===== config.mk =====
export PLATFORM = sky130hd
export DESIGN_NAME = keyed_wdt
export DESIGN_NICKNAME = d
export VERILOG_FILES = /design/src/rtl/keyed_wdt_pkg.sv /design/src/rtl/wdt_ctrl.sv /design/src/rtl/wdt_datapath.sv /design/src/rtl/keyed_wdt.sv
export SDC_FILE = /design/constraint.sdc
export NUM_CORES = 1
export LEC_CHECK = 0
export CORE_UTILIZATION = 52
export CTS_CLUSTER_SIZE = 10
export DETAILED_ROUTE_END_ITERATION = 8
export GPL_ROUTABILITY_DRIVEN = 0
export GPL_TIMING_DRIVEN = 0
export PLACE_DENSITY = 0.95
export SYNTH_ARGS = -nofsm -noshare
export SYNTH_HDL_FRONTEND = slang
export SYNTH_SLANG_ARGS = --single-unit

===== constraint.sdc =====
create_clock -name clk -period 3.8 [get_ports clk]
set_input_delay 0.76 -clock clk [delete_from_list [all_inputs] [get_ports clk]]
set_output_delay 0.76 -clock clk [all_outputs]
set_load 0.03 [all_outputs]

===== src/rtl/keyed_wdt_pkg.sv =====
package keyed_wdt_pkg;

  // Register offsets (byte addresses)
  localparam logic [7:0] OFS_MODE    = 8'h00;
  localparam logic [7:0] OFS_LENGTH  = 8'h04;
  localparam logic [7:0] OFS_RESTART = 8'h08;
  localparam logic [7:0] OFS_SWRST   = 8'h14;

  // Key patterns
  localparam logic [7:0]  MODE_KEY    = 8'h22;
  localparam logic [4:0]  LENGTH_KEY  = 5'h08;
  localparam logic [31:0] RESTART_KEY = 32'h0000_1971;
  localparam logic [31:0] SWRST_KEY   = 32'h0000_1209;

  // Mode register fields
  typedef struct packed {
    logic dual;
    logic irqMode;
    logic extEn;
    logic en;
  } wdtMode_t;

  // Strobes from control to datapath
  typedef struct packed {
    logic restart;
    logic swReset;
  } wdtStrobe_t;

endpackage


===== src/rtl/wdt_ctrl.sv =====
module wdt_ctrl
  import keyed_wdt_pkg::*;
#(
  parameter int LEN_W  = 11,
  parameter int ADDR_W = 5
) (
  input  logic              clk,
  input  logic              rstN,
  input  logic              wrEn,
  input  logic [ADDR_W-1:0] addr,
  input  logic [31:0]       wdata,
  output logic [31:0]       rdata,
  output wdtMode_t          mode,
  output logic [LEN_W-1:0]  lenVal,
  output wdtStrobe_t        strobe
);

  localparam logic [ADDR_W-1:0] A_MODE    = ADDR_W'(OFS_MODE);
  localparam logic [ADDR_W-1:0] A_LENGTH  = ADDR_W'(OFS_LENGTH);
  localparam logic [ADDR_W-1:0] A_RESTART = ADDR_W'(OFS_RESTART);
  localparam logic [ADDR_W-1:0] A_SWRST   = ADDR_W'(OFS_SWRST);

  logic hitMode;
  logic hitLength;
  logic modeKeyOk;
  logic lenKeyOk;

  assign hitMode   = wrEn && (addr == A_MODE);
  assign hitLength = wrEn && (addr == A_LENGTH);
  assign modeKeyOk = (wdata[31:24] == MODE_KEY);
  assign lenKeyOk  = (wdata[4:0] == LENGTH_KEY);

  // Keyed strobes towards the datapath
  always_comb begin
    strobe         = '0;
    strobe.restart = wrEn && (addr == A_RESTART) && (wdata == RESTART_KEY);
    strobe.swReset = wrEn && (addr == A_SWRST) && (wdata == SWRST_KEY);
  end

  // Mode and length storage
  always_ff @(posedge clk or negedge rstN) begin
    if (!rstN) begin
      mode   <= '0;
      lenVal <= '1;
    end else begin
      if (hitMode && modeKeyOk) begin
        mode.en      <= wdata[0];
        mode.extEn   <= wdata[2];
        mode.irqMode <= wdata[3];
        mode.dual    <= wdata[6];
      end
      if (hitLength && lenKeyOk) begin
        lenVal <= wdata[5 +: LEN_W];
      end
    end
  end

  // Read mux
  always_comb begin
    unique case (addr)
      A_MODE: begin
        rdata = {25'd0, mode.dual, 2'b00, mode.irqMode, mode.extEn, 1'b0, mode.en};
      end
      A_LENGTH: begin
        rdata = 32'(lenVal) << 5;
      end
      default: begin
        rdata = '0;
      end
    endcase
  end

  a_r2_bad_mode_key_ignored: assert property (@(posedge clk) disable iff (!rstN)
    (hitMode && !modeKeyOk) |=> $stable(mode));

  a_r3_bad_length_key_ignored: assert property (@(posedge clk) disable iff (!rstN)
    (hitLength && !lenKeyOk) |=> $stable(lenVal));

  a_r6_strobes_exclusive: assert property (@(posedge clk) disable iff (!rstN)
    !(strobe.restart && strobe.swReset));

endmodule


===== src/rtl/wdt_datapath.sv =====
module wdt_datapath
  import keyed_wdt_pkg::*;
#(
  parameter int PRESCALE_W = 9,
  parameter int LEN_W      = 11,
  parameter int RST_PULSE  = 16
) (
  input  logic             clk,
  input  logic             rstN,
  input  logic             refTick,
  input  wdtMode_t         mode,
  input  logic [LEN_W-1:0] lenVal,
  input  wdtStrobe_t       strobe,
  output logic             rstOut,
  output logic             irqOut
);

  localparam int PULSE_W = $clog2(RST_PULSE + 1);

  logic [PRESCALE_W-1:0] presc;
  logic [LEN_W-1:0]      count;
  logic [PULSE_W-1:0]    pulse;
  logic                  irqQ;
  logic                  advance;
  logic                  tick;
  logic                  expire;
  logic                  rstTrig;

  assign advance = mode.en && refTick;
  assign tick    = advance && (presc == '1);
  assign expire  = tick && (count <= LEN_W'(1));

  // A watchdog reset is asked for by:
  //   - plain mode: any expiry;
  //   - dual mode: an expiry while the interrupt is still pending.
  // Either case needs the reset-output enable. A keyed software reset
  // needs nothing else.
  assign rstTrig = strobe.swReset ||
                   (expire && mode.extEn &&
                    (!mode.irqMode || (mode.dual && irqQ)));

  // Prescaler and down-counter
  always_ff @(posedge clk or negedge rstN) begin
    if (!rstN) begin
      presc <= '0;
      count <= '1;
    end else if (strobe.restart) begin
      presc <= '0;
      count <= lenVal;
    end else if (advance) begin
      presc <= presc + 1'b1;
      if (tick) begin
        count <= expire ? lenVal : count - 1'b1;
      end
    end
  end

  // Sticky interrupt
  always_ff @(posedge clk or negedge rstN) begin
    if (!rstN) begin
      irqQ <= 1'b0;
    end else if (strobe.restart) begin
      irqQ <= 1'b0;
    end else if (expire && mode.irqMode) begin
      irqQ <= 1'b1;
    end
  end

  // Reset pulse stretcher, timed in reference ticks
  always_ff @(posedge clk or negedge rstN) begin
    if (!rstN) begin
      pulse <= '0;
    end else if (rstTrig) begin
      pulse <= PULSE_W'(RST_PULSE);
    end else if (refTick && (pulse != '0)) begin
      pulse <= pulse - 1'b1;
    end
  end

  assign rstOut = (pulse != '0);
  assign irqOut = irqQ;

  a_r11_swreset_asserts: assert property (@(posedge clk) disable iff (!rstN)
    strobe.swReset |=> rstOut);

  a_r8_expire_resets: assert property (@(posedge clk) disable iff (!rstN)
    (expire && !mode.irqMode && mode.extEn) |=> rstOut);

  a_r7_hold_when_disabled: assert property (@(posedge clk) disable iff (!rstN)
    (!mode.en && !strobe.restart) |=> ($stable(count) && $stable(presc)));

  a_r6_restart_clears_irq: assert property (@(posedge clk) disable iff (!rstN)
    strobe.restart |=> !irqOut);

  a_r9_irq_sticky: assert property (@(posedge clk) disable iff (!rstN)
    (irqOut && !strobe.restart) |=> irqOut);

endmodule


===== src/rtl/keyed_wdt.sv =====
module keyed_wdt
  import keyed_wdt_pkg::*;
#(
  parameter int PRESCALE_W = 9,
  parameter int LEN_W      = 11,
  parameter int RST_PULSE  = 16,
  parameter int ADDR_W     = 5
) (
  input  logic              clk,
  input  logic              rstN,
  input  logic              refTick,
  input  logic              wrEn,
  input  logic [ADDR_W-1:0] addr,
  input  logic [31:0]       wdata,
  output logic [31:0]       rdata,
  output logic              rstOut,
  output logic              irqOut
);

  wdtMode_t         mode;
  wdtStrobe_t       strobe;
  logic [LEN_W-1:0] lenVal;

  wdt_ctrl #(
    .LEN_W  (LEN_W),
    .ADDR_W (ADDR_W)
  ) u_ctrl (
    .clk    (clk),
    .rstN   (rstN),
    .wrEn   (wrEn),
    .addr   (addr),
    .wdata  (wdata),
    .rdata  (rdata),
    .mode   (mode),
    .lenVal (lenVal),
    .strobe (strobe)
  );

  wdt_datapath #(
    .PRESCALE_W (PRESCALE_W),
    .LEN_W      (LEN_W),
    .RST_PULSE  (RST_PULSE)
  ) u_dp (
    .clk     (clk),
    .rstN    (rstN),
    .refTick (refTick),
    .mode    (mode),
    .lenVal  (lenVal),
    .strobe  (strobe),
    .rstOut  (rstOut),
    .irqOut  (irqOut)
  );

endmodule


==> implementation parameters <==
Parameter                              Value

Outcome
  Outcome ... finished clean

STA
  Tightest slew margin relative to the limit ... 40.7%
  Tcrit/Tclk final ... 97.2%
  Final count of hold timing violations ... 0
  Min Tclk post-route ... 3.69 ns
  Final Hold Slack ... 0.533 ns
  Pin slew with the least headroom to its limit ... 0.889 ns
  Fmax ... 0.271 GHz
  Total of endpoints with negative setup slack in the final report ... 0
  Worst setup skew after layout ... 0.00516 ns
  Final-layout setup total negative slack ... 0 ns
  Max Transition Viols Final ... 0
  RSZ-0062 raised after global routing ... false

Critical path
  Critical Path Sink Type ... primary output
  Endpoint of the worst-slack reg-to-reg timing path ... u_dp.count[0]
  Arrival time at the worst endpoint ... 2.93 ns
  Worst setup path category ... primary input to primary output
  Worst EP required ... 3.04 ns
  Launching element type of the critical path ... primary input
  Number of cell instances on the worst register-to-register path ... 10
  Worst setup slack for register-to-register paths ... 1.52 ns
  Top fanout value on the critical path ... 10
  Critical register-to-register path startpoint ... u_dp.presc[0]

Logic synthesis
  Share of async-settable or async-resettable flops after synthesis ... 100%
  #FFs+latches synth ... 41
  Number of distinct standard cells referenced by the synthesized netlist ... 55
  Cell type contributing the most total cell area after synthesis ... dfstp_2
  Cell Area, Synth ... 0.00258 mm²
  Post-synthesis instance total ... 251
  Post-synth EDFFs ... 0
  Most frequent cells after synthesis ... 22 x dfstp_2, 20 x buf_4, 19 x dfrtp_1
  Sequential fraction of the synthesis area ... 40.9%
  Most used DFF post-synth ... dfstp_2
  Yosys top cell area share ... 22.4%
  Yosys synthesis warning count ... 0
  Most common cell in the synthesized netlist ... dfstp_2
  Most area-consuming cells after synthesis ... dfstp_2 22%, dfrtp_1 18%, mux2_2 6.6%, buf_4 5.8%, and2_1 3.4%
  Syn Area/Cell ... 10.3 µm²

Finish
  Total Nets Final ... 378
  Fin area ... 0.00339 mm²
  Layout fillers ... 359
  Core occupancy in the finished layout ... 71.3%
  Share of cells above drive strength 1 ... 26.2%
  Total inserted antenna cells ... 0
  Area Growth Syn to Fin ... 31.4%

Global route
  Vias in the first global route ... 2076
  Largest net degree at the start of global routing ... 42
  Overflow after GRT ... 0
  All-Layer GR Usage ... 25.0%
  Global-route wire length before repair ... 9880 µm
  Initial antenna violation count ... 0

Clock tree
  # H-tree levels ... 2
  Number of buffers inserted by hold repair at cts ... 0
  Post-CTS clock slew at the launch and capture registers of the worst setup and hold paths ... 0.08 ns
  Number of setup buffers added after CTS ... 0
  Number of sinks on the clock net ... 41
  TritonCTS clock tree ... yes
  Max clock buf depth ... 2
  Skew-Pair Late Insertion Delay ... 0.30 ns
  CTS Root Buffer Type ... clkbuf_8
  Number of cells upsized or downsized after cts ... 0
  Number of buffers created by CTS ... 5

Routing
  DR DRC count ... 0
  Remaining antenna violation count after routing ... 0
  Routed vias/inst ... 5.28
  Detailed-route wire length per cell ... 14.5 µm
  Total detailed-routing wirelength ... 5780 µm
  Detailed-route via count ... 2106
  Iteration-0 DRC Markers ... 139
  Iteration count of the initial detailed-routing pass ... 4

Power and ir drop
  Standby leakage power ... 1.46 nW
  VDD IR-drop max ... 0.286 mV
  Power density normalized to cell area ... 298 mW/mm²

Placement
  DP Wirelength ... 4460 µm
  Number of buffers added on ports ... 56
  Post-detailed-placement cell area ... 0.00328 mm²

Run
  Total of max-cap violations ... 0

Die
  Die Ht ... 72.4 µm
  DIE WIDTH ... 72.4 µm
  Number of placement rows ... 25
  Initial core utilization ... 54.2%
  DIE AREA ... 0.00524 mm²
  Core Footprint ... 0.00475 mm²
  Num ports ... 75

Worst hold path
  Classification of the worst-slack hold path ... flip-flop to flip-flop
  Worst hold path endpoint ... u_dp.presc[8]
  Hold Crit Start ... u_dp.presc[8]
  Number of cells on the worst hold path ... 2
## sequential cells by signal, summed over array words and instances, names as in the netlist
signal	cells
u_dp.irqOut	1
u_dp.presc	9
u_dp.pulse	5
u_ctrl.mode	4
u_ctrl.lenVal	11
u_dp.count	11
## cell families (layout without fill, tap and decap cells)
| kind of cell | count (synthesis) | after routing | share of synthesized area [%] |
|---|---|---|---|
| xor+xnor | 9 | 9 | 3.06 |
| fa+ha+maj | 6 | 6 | 2.91 |
| flops | 41 | 41 | 40.9 |
| other cells | 1 | 18 | 0.145 |
| mux | 17 | 17 | 7.71 |
| buf+inv | 32 | 96 | 7.96 |
| compound gates | 47 | 47 | 12.6 |
| simple gates | 98 | 98 | 24.8 |
## power by group
| part | internal, W | total (W) | switching, W |
|---|---|---|---|
| Clock | 0.000169 | 0.000320 | 0.000152 |
| Sequential | 0.000469 | 0.000493 | 0.0000241 |
| Combinational | 0.0000975 | 0.000197 | 0.0000992 |
| Total | 0.000735 | 0.00101 | 0.000275 |
## metal layers
layer  vias up  track usage [%]  part of all wire, %
met5         -                0                    0
met4         0             9.59                  1.6
met3         9             6.11                  4.5
met2        65             42.4                   50
met1       999             30.8                   44
li1       1033                -                    -
## per-stage QoR
stage               power (W)  instances  setup slack [ns]
floorplan            0.000615        268              1.35
global placement     0.000687        391             0.191
detailed placement   0.000696        391             0.114
CTS                   0.00101        399            0.0131
global route          0.00107        399           0.00750
finish                0.00101        399             0.105
## worst max-delay path, stage by stage
cell	delay [ns]
clkdlybuf4s50_1	0.45
nor3_1	0.22
nand2_1	0.12
nor2_1	0.28
clkbuf_2	0.26
and2_1	0.16
clkdlybuf4s50_1	0.68
## worst max-delay path by stage
| stage | startpoint | to | slack [ns] | cells past startpoint |
|---|---|---|---|---|
| global placement | addr[3] | rdata[9] | 0.19 | 7 |
| CTS | addr[1] | rdata[5] | 0.01 | 7 |
| detailed placement | addr[3] | rdata[9] | 0.11 | 7 |
| finish | addr[1] | rdata[9] | 0.11 | 7 |
| global route | addr[1] | rdata[7] | 0.008 | 7 |
| floorplan | addr[3] | rdata[10] | 1.35 | 5 |
## cell type report
cell class	count	area [µm²]	share of cell area (%)
clock buffers	7	97.6	2.88
flip-flops and latches	41	1050	31.1
clock inverters	1	5.00	0.148
inverters	7	26.3	0.775
repair buffers	56	558	16.5
well taps	67	83.8	2.47
multi-input cells	195	1380	40.8
plain buffers	25	180	5.32
## cells in the final DEF (no fill, tap or decap), drive strengths merged, types with 9 or more instances in the layout
| master | count |
|---|---|
| nor2 | 20 |
| o21ai | 9 |
| dfrtp | 19 |
| mux2 | 17 |
| dfstp | 22 |
| clkbuf | 9 |
| clkdlybuf4s50 | 54 |
| and2 | 14 |
| nand2 | 16 |
| buf | 24 |
| conb | 18 |
| a21oi | 14 |
No activity file was read; power rests on OpenSTA's default activity.
